--- src/rtl/dsnoop_pkg.sv ---
package dsnoop_pkg;

    typedef enum logic [1:0] {
        ST_OFF    = 2'd0,
        ST_OPCODE = 2'd1,
        ST_ADDR   = 2'd2,
        ST_INJECT = 2'd3
    } snoop_state_e;

    localparam int N_OPS     = 12;
    localparam int UNIT_W    = 2;
    localparam int MAX_UNITS = 3;

    // entry 0 at the least significant end
    localparam logic [N_OPS*8-1:0] OP_CODES = {
        8'hEC, 8'hEB, 8'hBC, 8'hBB, 8'h6C, 8'h6B,
        8'h3C, 8'h3B, 8'h0C, 8'h0B, 8'h13, 8'h03
    };

    localparam logic [N_OPS*UNIT_W-1:0] OP_UNITS = {
        2'd3, 2'd3, 2'd1, 2'd1, 2'd1, 2'd1,
        2'd1, 2'd1, 2'd1, 2'd1, 2'd0, 2'd0
    };

endpackage

--- src/rtl/dsnoop_op_lut.sv ---
module dsnoop_op_lut
    import dsnoop_pkg::*;
(
    input  logic [7:0]        opcode,
    output logic [UNIT_W-1:0] units
);

    logic [N_OPS-1:0] hit;

    for (genvar g = 0; g < N_OPS; g++) begin : g_entry
        assign hit[g] = (opcode == OP_CODES[g*8 +: 8]);
    end

    always_comb begin
        units = '0;
        for (int i = 0; i < N_OPS; i++) begin
            if (hit[i]) begin
                units = units | OP_UNITS[i*UNIT_W +: UNIT_W];
            end
        end
    end

endmodule

--- src/rtl/dsnoop_inject.sv ---
module dsnoop_inject #(
    parameter int CNT_W = 5
) (
    input  logic             clk,
    input  logic             rst_n,
    input  logic             load,
    input  logic [CNT_W-1:0] load_val,
    input  logic             abort,
    output logic             active,
    output logic             last
);

    logic [CNT_W-1:0] cnt_q;

    always_ff @(posedge clk) begin
        if (!rst_n) begin
            cnt_q <= '0;
        end else if (abort) begin
            cnt_q <= '0;
        end else if (load) begin
            cnt_q <= load_val;
        end else if (cnt_q != '0) begin
            cnt_q <= cnt_q - 1'b1;
        end
    end

    assign active = (cnt_q != '0);
    assign last   = (cnt_q == CNT_W'(1));

endmodule

--- src/rtl/dsnoop_fsm.sv ---
module dsnoop_fsm
    import dsnoop_pkg::*;
#(
    parameter int SIZE_W     = 3,
    parameter int IDX_W      = 4,
    parameter int ADDR_SHORT = 3,
    parameter int ADDR_LONG  = 4
) (
    input  logic              clk,
    input  logic              rst_n,
    input  logic              ctl_wr,
    input  logic              ctl_stop,
    input  logic              acc,
    input  logic [SIZE_W-1:0] acc_size,
    input  logic [UNIT_W-1:0] op_units,
    input  logic              addr4,
    input  logic              inj_last,
    output snoop_state_e      state,
    output logic              consume,
    output logic              start_inj,
    output logic [UNIT_W-1:0] units_q
);

    localparam logic [IDX_W-1:0] THR_SHORT = IDX_W'(ADDR_SHORT + 1);
    localparam logic [IDX_W-1:0] THR_LONG  = IDX_W'(ADDR_LONG + 1);

    snoop_state_e      state_q, state_d;
    logic [IDX_W-1:0]  idx_q, idx_d;
    logic [UNIT_W-1:0] units_d;
    logic [IDX_W-1:0]  thr;
    logic              at_dummy;

    assign thr      = addr4 ? THR_LONG : THR_SHORT;
    assign at_dummy = (idx_q >= thr);

    always_ff @(posedge clk) begin
        if (!rst_n) begin
            state_q <= ST_OFF;
            idx_q   <= '0;
            units_q <= '0;
        end else begin
            state_q <= state_d;
            idx_q   <= idx_d;
            units_q <= units_d;
        end
    end

    always_comb begin
        state_d = state_q;
        idx_d   = idx_q;
        units_d = units_q;
        if (ctl_wr) begin
            state_d = ctl_stop ? ST_OFF : ST_OPCODE;
            idx_d   = '0;
        end else begin
            unique case (state_q)
                ST_OFF: begin
                end
                ST_OPCODE: begin
                    if (acc) begin
                        if (op_units == '0) begin
                            state_d = ST_OFF;
                        end else begin
                            state_d = ST_ADDR;
                            idx_d   = IDX_W'(acc_size);
                            units_d = op_units;
                        end
                    end
                end
                ST_ADDR: begin
                    if (acc) begin
                        if (at_dummy) begin
                            state_d = ST_INJECT;
                        end else begin
                            idx_d = idx_q + IDX_W'(acc_size);
                        end
                    end
                end
                ST_INJECT: begin
                    if (inj_last) begin
                        state_d = ST_OFF;
                    end
                end
            endcase
        end
    end

    always_comb begin
        consume   = 1'b0;
        start_inj = 1'b0;
        unique case (state_q)
            ST_ADDR: begin
                consume   = acc && at_dummy && !ctl_wr;
                start_inj = consume;
            end
            default: begin
            end
        endcase
    end

    assign state = state_q;

endmodule

--- src/rtl/dummy_snoop.sv ---
module dummy_snoop
    import dsnoop_pkg::*;
#(
    parameter int BUS_BYTES      = 4,
    parameter int ADDR_SHORT     = 3,
    parameter int ADDR_LONG      = 4,
    parameter int DUMMY_PER_UNIT = 8
) (
    input  logic                             clk,
    input  logic                             rst_n,
    input  logic                             cs_ctl_wr,
    input  logic                             cs_ctl_stop,
    input  logic                             addr4,
    input  logic [7:0]                       dummy_data,
    input  logic                             wr_valid,
    input  logic [7:0]                       wr_lsb,
    input  logic [$clog2(BUS_BYTES+1)-1:0]   wr_size,
    output logic                             wr_ready,
    output logic                             wr_consume,
    output logic                             inj_valid,
    output logic [7:0]                       inj_byte
);

    localparam int SIZE_W = $clog2(BUS_BYTES + 1);
    localparam int IDX_W  = $clog2(ADDR_LONG + BUS_BYTES + 2);
    localparam int CNT_W  = $clog2(MAX_UNITS * DUMMY_PER_UNIT + 1);

    snoop_state_e      state;
    logic [UNIT_W-1:0] op_units;
    logic [UNIT_W-1:0] units_q;
    logic              acc;
    logic              start_inj;
    logic              inj_active;
    logic              inj_last;
    logic [CNT_W-1:0]  load_val;

    assign wr_ready = !cs_ctl_wr && (state != ST_INJECT);
    assign acc      = wr_valid && wr_ready;
    assign load_val = CNT_W'(int'(units_q) * DUMMY_PER_UNIT);

    dsnoop_op_lut u_lut (
        .opcode (wr_lsb),
        .units  (op_units)
    );

    dsnoop_fsm #(
        .SIZE_W     (SIZE_W),
        .IDX_W      (IDX_W),
        .ADDR_SHORT (ADDR_SHORT),
        .ADDR_LONG  (ADDR_LONG)
    ) u_fsm (
        .clk       (clk),
        .rst_n     (rst_n),
        .ctl_wr    (cs_ctl_wr),
        .ctl_stop  (cs_ctl_stop),
        .acc       (acc),
        .acc_size  (wr_size),
        .op_units  (op_units),
        .addr4     (addr4),
        .inj_last  (inj_last),
        .state     (state),
        .consume   (wr_consume),
        .start_inj (start_inj),
        .units_q   (units_q)
    );

    dsnoop_inject #(
        .CNT_W (CNT_W)
    ) u_inj (
        .clk      (clk),
        .rst_n    (rst_n),
        .load     (start_inj),
        .load_val (load_val),
        .abort    (cs_ctl_wr),
        .active   (inj_active),
        .last     (inj_last)
    );

    assign inj_valid = (state == ST_INJECT) && inj_active;
    assign inj_byte  = inj_valid ? dummy_data : 8'h00;

endmodule

--- config.mk ---
export PLATFORM = sky130hd
export DESIGN_NAME = dummy_snoop
export DESIGN_NICKNAME = d
export VERILOG_FILES = /design/src/rtl/dsnoop_pkg.sv /design/src/rtl/dsnoop_op_lut.sv /design/src/rtl/dsnoop_inject.sv /design/src/rtl/dsnoop_fsm.sv /design/src/rtl/dummy_snoop.sv
export SDC_FILE = /design/constraint.sdc
export NUM_CORES = 1
export LEC_CHECK = 0
export ABC_AREA = 1
export ABC_CLOCK_PERIOD_IN_PS = 1400
export BUFFER_PORTS_ARGS = -buffer_cell sky130_fd_sc_hd__buf_2
export CAP_MARGIN = 20
export CORE_UTILIZATION = 35
export CTS_CLUSTER_SIZE = 30
export DETAILED_ROUTE_END_ITERATION = 10
export MAX_ROUTING_LAYER = met4
export PLACE_DENSITY = 0.64
export SYNTH_ARGS = -nofsm -noshare
export SYNTH_HDL_FRONTEND = slang
export SYNTH_SLANG_ARGS = --single-unit
export TNS_END_PERCENT = 5
--- constraint.sdc ---
create_clock -name clk -period 1.4 [get_ports clk]
set_input_delay 0.14 -clock clk [delete_from_list [all_inputs] [get_ports clk]]
set_output_delay 0.14 -clock clk [all_outputs]
set_load 0.01 [all_outputs]
## After elaboration in Yosys (flattened, before gate mapping)

Index checks and enable logic that the tools add are counted.

- Reduce and logical (&&, ||, !) cells: 16
- Equal/unequal tests: 23
- Magnitude comparators: 1
- Mux-type cells: 28
- Add/subtract/negate cells: 2
- Bitwise logic cells: 3

Operators by type and width:

| cell | count |
|---|---|
| == test 8 bit, second input constant | 4 |
| == test 8 x 4 -> 1 bit, second input constant | 2 |
| == test 8 x 6 -> 1 bit, second input constant | 2 |
| == test 8 x 7 -> 1 bit, second input constant | 2 |
| 2-to-1 mux 2 bit | 8 |
| 2-to-1 mux 4 bit | 4 |
| 2-to-1 mux 1 bit | 11 |
| 2-to-1 mux 5 bit | 2 |
| AND reduction 5 bit | 2 |
| inequality test 3 x 2 -> 1 bit, second input constant | 3 |
| 2-to-1 mux 8 bit | 1 |
| one-hot mux 4 bit (2 select lines) | 1 |
| inequality test 2 bit, second input constant | 3 |
| one-hot mux 2 bit (3 select lines) | 1 |
| == test 5 x 1 -> 1 bit, second input constant | 1 |
| logical AND 1 bit | 5 |
| nonzero test 5 bit | 1 |
| subtractor 5 x 1 -> 5 bit, second input constant | 1 |
| adder 4 x 3 -> 4 bit | 1 |
| == test 2 bit, second input constant | 2 |
| >= comparator 4 bit | 1 |
| inequality test 2 x 1 -> 1 bit, second input constant | 2 |
| AND reduction 4 bit | 1 |
| nonzero test 2 bit | 2 |
| 8 further kinds | 10 |

- Word-level logic and storage cells: 78
- Flip-flop bits (word level): 13
- Output and inout port bits: 11
- Input bits: 25

## Longest topological paths before layout

Gate-level depths: netlist of the first run.

- Word-level depth: 16
- Mapped depth: 11
- Gate-level depth less buffers: 11

## Modules after synthesis

Synthesis of the first run repeated with hierarchy kept, for this count alone.

- Cells, all modules: 182
- Area, all modules: 1151.1 um^2

Modules (own cells, without submodules):

| module | instances | cells each | sequential area each (um^2) | area an instance (um^2) |
|---|---|---|---|---|
| dsnoop_fsm | 1 | 92 | 160.2 | 630.6 |
| dsnoop_inject | 1 | 47 | 100.1 | 335.3 |
| dummy_snoop | 1 | 25 | 0.0 | 107.6 |
| dsnoop_op_lut | 1 | 18 | 0.0 | 77.6 |

## Worst setup path before layout of the first run

Ideal clock, no wire load.

- Kind: reg2reg
- Start: reg u_fsm.idx_q[0]
- End: reg u_fsm.idx_q[2]
- Required time: 1330 ps
- Stages on the path, launching flop included: 8
- Data arrival time: 1366 ps
- Path buffers: 0
- Setup time: 70 ps
- Clock period less this slack: 1436 ps
- Slack: -36 ps
- Path through: dfxtp_1 > ha_1 > inv_1 > fa_1 > xor2_1 > o21ai_0 > nand3_1 > a21oi_1

- Cells in the longest elaborated chain, start to end: 4
- Elaborated cells on any way between the ends: 7
- Classes of those cells: add/sub (1); order compare (1); eq/ne (1); mux (3); reduce/logical (1)

Ends and longest elaborated chain:

| what | RTL line | RTL |
|---|---|---|
| start, declared | dsnoop_fsm.sv:28 | `logic [IDX_W-1:0] idx_q, idx_d;` |
| start signal, assigned | dsnoop_fsm.sv:43 | `idx_q <= idx_d;` |
| adder 4 x 3 -> 4 bit | dsnoop_fsm.sv:75 | `idx_d = idx_q + IDX_W'(acc_size);` |
| 2-to-1 mux 4 bit | dsnoop_fsm.sv:72 | `if (at_dummy) begin` |
| 2-to-1 mux 4 bit | dsnoop_fsm.sv:71 | `if (acc) begin` |
| one-hot mux 4 bit (2 select lines) | dsnoop_fsm.sv:56 | `unique case (state_q)` |

Parallel ways exist; a longest one is shown, timed or not. The select of a mux whose other input is x is not followed.
A chain may end at the register's enable or synchronous reset.

## Worst setup path after layout of the first run

- Start: reg u_fsm.idx_q[0]
- End: reg u_fsm.idx_q[1]

Same word-level chain as after synthesis.

==> impl_metrics.env, run 1 <==
export IMPL_yosys_area_share_adder_pct=12.8
export IMPL_netlist_instances=169
export IMPL_place_inst=250
export IMPL_required_ps=1610
export IMPL_drv_cap=0
export IMPL_critPathCaptureType="register"
export IMPL_max_slew_margin_pct=77.3
export IMPL_synth_top_family_by_area="simple AND/OR/NAND/NOR gates"
export IMPL_cts_tree="built"
export IMPL_reg2reg_depth=7
export IMPL_gp_congestion=0.829
export IMPL_vias=1215
export IMPL_async_flop_share_pct=0
export IMPL_utilization_pct=56.2
export IMPL_synth_edf_count=0
export IMPL_synth_area_leader_cell="dfxtp_1"
export IMPL_synth_compound_gate_area_share_pct=12.0
export IMPL_grtUsageTotal_pct=17.2
export IMPL_period_share_pct=113
export IMPL_min_path_cells=3
export IMPL_cts_num_sinks=13
export IMPL_first_pass_iters=4
export IMPL_rows=19
export IMPL_grt_start_max_net_pins=10
export IMPL_wl_per_cell_um=9.57
export IMPL_synth_xor_area_share_pct=0.843
export IMPL_die_h_um=56.5
export IMPL_synth_fp_nets=204
export IMPL_postSynthAreaPerCell_um2=6.14
export IMPL_drc=0
export IMPL_ios=36
export IMPL_synth_seq_area_share_pct=25.1
export IMPL_arrival_ps=1790
export IMPL_yosys_most_used_dff="dfxtp_1"
export IMPL_p_per_area_mw_per_mm2=564
export IMPL_drive_gt1_share_pct=42.8
export IMPL_max_slew_worst_pin_slew_ps=339
export IMPL_dp_slack_ps=-152
export IMPL_start_util_pct=37.3
export IMPL_final_setup_viol_count=18
export IMPL_coreArea_mm2=0.00278
export IMPL_drt_initial_drc_count=22
export IMPL_cts_htree_levels=1
export IMPL_startpoint_type="register"
export IMPL_ys_types=22
export IMPL_grt_pass1_wl_um=4310
export IMPL_first_global_vias=1131
export IMPL_whs_ps=95.9
export IMPL_synth_top_cell_area_share_pct=25.1
export IMPL_status="complete, but fails checks"
export IMPL_yosysWarningCount=0
export IMPL_cts_reportedPaths_clkPinSlew_ps=80
export IMPL_vdd_drop_max_v=0.000372
export IMPL_wl_um=2490
export IMPL_port_buffers=35
export IMPL_synth_mux_area_fraction_pct=0.964
export IMPL_p_leak_nw=0.813
export IMPL_avgViaCountPerCell=4.67
export IMPL_postCtsHoldBufs=0
export IMPL_critPathKind="register to register"
export IMPL_nets=265
export IMPL_period_minus_slack_ps=1580
export IMPL_rsz0062_at_grt="yes"
export IMPL_cts_buffer_depth=2
export IMPL_dp_hpwl_um=1950
export IMPL_synth_seq_cells=13
export IMPL_ys_top_cells_by_area="dfxtp_1 (25%), inv_1 (13%), nand2_1 (13%)"
export IMPL_area_growth_synth_to_final_pct=50.6
export IMPL_holdCritPathClass="input port to register"
export IMPL_synth_common_cells="inv_1 (37), nand2_1 (37), nor2_1 (23), nand3_1 (17), dfxtp_1 (13)"
export IMPL_die_w_um=56.5
export IMPL_synth_area_mm2=0.00104
export IMPL_cp_max_fo=3
export IMPL_num_antenna_cells=0
export IMPL_antenna_left=0
export IMPL_drv_slew=0
export IMPL_violations="negative setup slack"
export IMPL_fin_skew_ps=1.10
export IMPL_cts_root_buf="clkbuf_4"
export IMPL_final_hold_violation_count=0
export IMPL_finalPower_mw=0.882
export IMPL_synth_simple_gate_area_share_pct=34.6
export IMPL_final_cells=260
export IMPL_cts_buffers_inserted=3
export IMPL_fp_dieArea_mm2=0.00319
export IMPL_max_freq_mhz=632
export IMPL_antenna_found_initial=0
export IMPL_layout_setup_ws_ps=-182
export IMPL_insertion_delay_ps=270
export IMPL_grt_ovfl_total=0
[registers in the layout, indices dropped and copies added, names as in the netlist]
register       count
u_inj.cnt_q        5
u_fsm.units_q      2
u_fsm.state        2
u_fsm.idx_q        4
[placed cells by master, fill, tap and decap left out, types with 4 or more instances in the layout]
| cell | instances |
|---|---|
| buf_4 | 20 |
| inv_2 | 6 |
| buf_2 | 34 |
| nand2_4 | 4 |
| a21oi_1 | 8 |
| nor2_1 | 20 |
| nand3_1 | 13 |
| dfxtp_2 | 5 |
| ha_1 | 4 |
| nand3_2 | 4 |
| inv_1 | 32 |
| nand2_2 | 6 |
| dfxtp_1 | 8 |
| o21ai_1 | 4 |
| nand2_1 | 30 |
[logic make-up after synthesis]
kind of cell               Yosys count
AOI/OAI and AO/OA                   21
xor gates and xnor gates             1
adders and majority gates           10
buffers and inverters               38
DFF                                 13
muxes                                1
and+or+nand+nor                     85
[report_power, final]
part | switching (mW) | internal (mW)
sequential | 0.00725 | 0.379
combinational | 0.132 | 0.128
clock | 0.125 | 0.110
total | 0.265 | 0.617
[worst paths after layout]
path	startpoint	to	slack [ps]
worst max register to register	u_fsm.idx_q[0]$_SDFFE_PP0P_	u_fsm.idx_q[1]$_SDFFE_PP0P_	-180
worst min-delay path	rst_n	u_fsm.units_q[1]$_SDFFE_PN0P_	100
worst max-delay path	u_fsm.idx_q[0]$_SDFFE_PP0P_	u_fsm.idx_q[1]$_SDFFE_PP0P_	-180
worst min register to register	u_fsm.units_q[0]$_SDFFE_PN0P_	u_fsm.units_q[0]$_SDFFE_PN0P_	480
[cell type report]
| cell class | instances | area (µm²) |
|---|---|---|
| fillers | 280 | 1220 |
| clock buffers | 4 | 26.3 |
| inverters | 38 | 143 |
| flip-flops and latches | 13 | 267 |
| multi-input cells | 119 | 758 |
| repair buffers | 55 | 332 |
| well taps | 31 | 38.8 |
[per-stage QoR]
step | TNS (ps) | area [µm²]
finish | -1480 | 1560
global route | -3500 | 1560
CTS | -2890 | 1480
detailed placement | -738 | 1370
global placement | -515 | 1370
floorplan | -53.9 | 1040
[what timing repair did]
item | CTS | global route
gates resized for setup | 15 | 26
setup endpoints to repair | 18 | 24
pin swaps | 5 | 5
buffers inserted | 5 | 0
gates cloned | 0 | 1
[worst max-delay path: stages (launching register included)]
cell	delay, ps
dfxtp_2	340
buf_4	120
ha_2	170
inv_1	70
fa_2	420
o21ai_1	140
nand3_1	100
a21oi_1	150
[per-layer routing]
metal / global-route usage (%) / up-vias / wire [µm]
li1: - / 649 / -
met5: - / - / 0
met2: 28.7 / 37 / 1180
met3: 3.69 / 2 / 128
met4: 3.14 / 0 / 18
met1: 21.4 / 527 / 1160
No activity file was read; power rests on OpenSTA's default activity.
==> inputs of run 2 (changes only) <==
--- a/config.mk
+++ b/config.mk
@@ -9,11 +9,13 @@
 export ABC_CLOCK_PERIOD_IN_PS = 1400
 export BUFFER_PORTS_ARGS = -buffer_cell sky130_fd_sc_hd__buf_2
 export CAP_MARGIN = 20
+export CORE_MARGIN = 1
 export CORE_UTILIZATION = 35
 export CTS_CLUSTER_SIZE = 30
 export DETAILED_ROUTE_END_ITERATION = 10
 export MAX_ROUTING_LAYER = met4
 export PLACE_DENSITY = 0.64
+export SETUP_SLACK_MARGIN = 0.1
 export SYNTH_ARGS = -nofsm -noshare
 export SYNTH_HDL_FRONTEND = slang
 export SYNTH_SLANG_ARGS = --single-unit
==> impl_metrics.env, run 2 (synthesized netlist as in run 1, its figures left out) <==
export IMPL_layout_setup_ws_ps=-175
export IMPL_hold_path_end="u_fsm.units_q[1]$_SDFFE_PN0P_"
export IMPL_fp_dieArea_mm2=0.00319
export IMPL_crit_slowest_cell="dfxtp_2"
export IMPL_reg2reg_depth=8
export IMPL_cts_tree="built"
export IMPL_port_buffers=35
export IMPL_largest_register_ffs=5
export IMPL_vdd_drop_max_v=0.000403
export IMPL_first_global_vias=1156
export IMPL_regToRegEndpoint="u_fsm.idx_q[2]$_SDFFE_PP0P_"
export IMPL_die_h_um=56.5
export IMPL_area_growth_synth_to_final_pct=54.0
export IMPL_critPathCaptureType="register"
export IMPL_die_w_um=56.5
export IMPL_period_minus_slack_ps=1570
export IMPL_period_share_pct=112
export IMPL_insertion_delay_ps=280
export IMPL_whs_ps=84.5
export IMPL_critPathTopFamily="adder cells"
export IMPL_antenna_found_initial=0
export IMPL_grt_ovfl_total=0
export IMPL_arrival_ps=1800
export IMPL_comb_power_share_pct=31.8
export IMPL_nets=271
export IMPL_drc=0
export IMPL_cts_buffers_inserted=3
export IMPL_fill_cells=277
export IMPL_p_leak_nw=0.849
export IMPL_drv_slew=0
export IMPL_cts_num_sinks=13
export IMPL_rsz0062_at_grt="yes"
export IMPL_reg_top3="u_inj.cnt_q (5), u_fsm.idx_q (4)"
export IMPL_timing_rr_start="u_fsm.idx_q[0]$_SDFFE_PP0P_"
export IMPL_status="complete, but fails checks"
export IMPL_final_common_cell="buf_2"
export IMPL_critPathKind="register to register"
export IMPL_first_pass_iters=4
export IMPL_max_slew_margin_pct=70.6
export IMPL_wl_um=2600
export IMPL_cts_buffer_depth=2
export IMPL_cts_htree_levels=1
export IMPL_grt_start_max_net_pins=8
export IMPL_min_path_cells=3
export IMPL_ios=36
export IMPL_holdCritPathClass="input port to register"
export IMPL_p_sw_share_pct=30.2
export IMPL_startpoint_type="register"
export IMPL_finalSetupTns_ps=-2350
export IMPL_cts_reportedPaths_clkPinSlew_ps=90
export IMPL_cts_root_buf="clkbuf_4"
export IMPL_dp_slack_ps=-75.9
export IMPL_place_inst=251
export IMPL_start_util_pct=37.3
export IMPL_gp_congestion=0.849
export IMPL_wl_per_cell_um=9.76
export IMPL_coreArea_mm2=0.00278
export IMPL_worstPathCellList="buf_4, ha_4, inv_2, fa_2, xor2_1, o21ai_1, nand3_1, a21oi_1"
export IMPL_regToRegSetupSlack_ps=-170
export IMPL_final_cells=266
export IMPL_final_hold_violation_count=0
export IMPL_drv_cap=0
export IMPL_utilization_pct=57.5
export IMPL_crit_buf_inv=2
export IMPL_mostFrequentLayoutCells="buf_2 (35), inv_1 (34), nand2_1 (29)"
export IMPL_hold_start="rst_n"
export IMPL_switchingPower_mw=0.279
export IMPL_slowest_delay_ps=340
export IMPL_violations="negative setup slack"
export IMPL_grtUsageTotal_pct=19.1
export IMPL_final_setup_viol_count=21
export IMPL_p_seq_share_pct=41.9
export IMPL_required_ps=1620
export IMPL_drt_initial_drc_count=22
export IMPL_avgViaCountPerCell=4.71
export IMPL_dp_hpwl_um=1900
export IMPL_crit_path_start="u_fsm.idx_q[0]$_SDFFE_PP0P_"
export IMPL_p_per_area_mw_per_mm2=576
export IMPL_cp_max_fo=2
export IMPL_max_slew_worst_pin_slew_ps=439
export IMPL_clkPwrFrac_pct=26.4
export IMPL_antenna_left=0
export IMPL_vias=1253
export IMPL_fin_skew_ps=6.80
export IMPL_grt_pass1_wl_um=4660
export IMPL_drive_gt1_share_pct=42.1
export IMPL_rows=19
export IMPL_top_register="u_inj.cnt_q"
export IMPL_p_int_mw=0.643
export IMPL_num_antenna_cells=0
export IMPL_max_freq_mhz=635
==> run 2: per-stage QoR <==
| stage | power (mW) | cell area, µm² |
|---|---|---|
| finish | 0.922 | 1600 |
| global placement | 0.606 | 1400 |
| global route | 0.991 | 1600 |
| detailed placement | 0.606 | 1400 |
| CTS | 0.899 | 1550 |
| floorplan | 0.502 | 1060 |
==> run 2: power by group through the flow <==
stage / clock [mW] / sequential, mW / combinational, mW
after floorplan: 0 / 0.393 / 0.110
after global placement: 0 / 0.392 / 0.214
after detailed placement: 0 / 0.392 / 0.214
after CTS: 0.251 / 0.385 / 0.263
after global routing: 0.274 / 0.387 / 0.329
final: 0.243 / 0.386 / 0.293
==> run 2: worst max path at each step <==
stage	endpoint	cells after the start
after floorplan	u_fsm.idx_q[2]$_SDFFE_PP0P_	10
after CTS	wr_consume	9
after detailed placement	u_fsm.idx_q[0]$_SDFFE_PP0P_	10
final	u_fsm.idx_q[2]$_SDFFE_PP0P_	8
after global routing	wr_consume	9
after global placement	u_fsm.idx_q[1]$_SDFFE_PP0P_	10
==> run 2: tightest hold or removal path: cells and delay by family <==
family	cells	cell delay, ps
buf+inv	1	100
simple gates	2	80
==> run 2: layout make-up <==
type	instances	area, µm²	share of cell area (%)
repair buffers	61	374	23.4
clock buffers	4	26.3	1.64
inverters	38	143	8.92
well taps	31	38.8	2.43
multi-input cells	119	751	46.9
flip-flops and latches	13	267	16.7
==> run 2: layer usage <==
layer / up-vias / track usage (%) / wire [µm]
li1: 668 / - / -
met1: 537 / 21.4 / 1150
met2: 40 / 32.3 / 1240
met3: 8 / 3.46 / 142
met4: 0 / 9.76 / 62
met5: - / - / 0
==> run 2: what timing repair did <==
action,CTS,global route
pin swaps,11,4
setup buffers,9,1
gates resized for setup,18,10
hold buffers,0,0
cloned,1,0
setup endpoints to repair,23,24
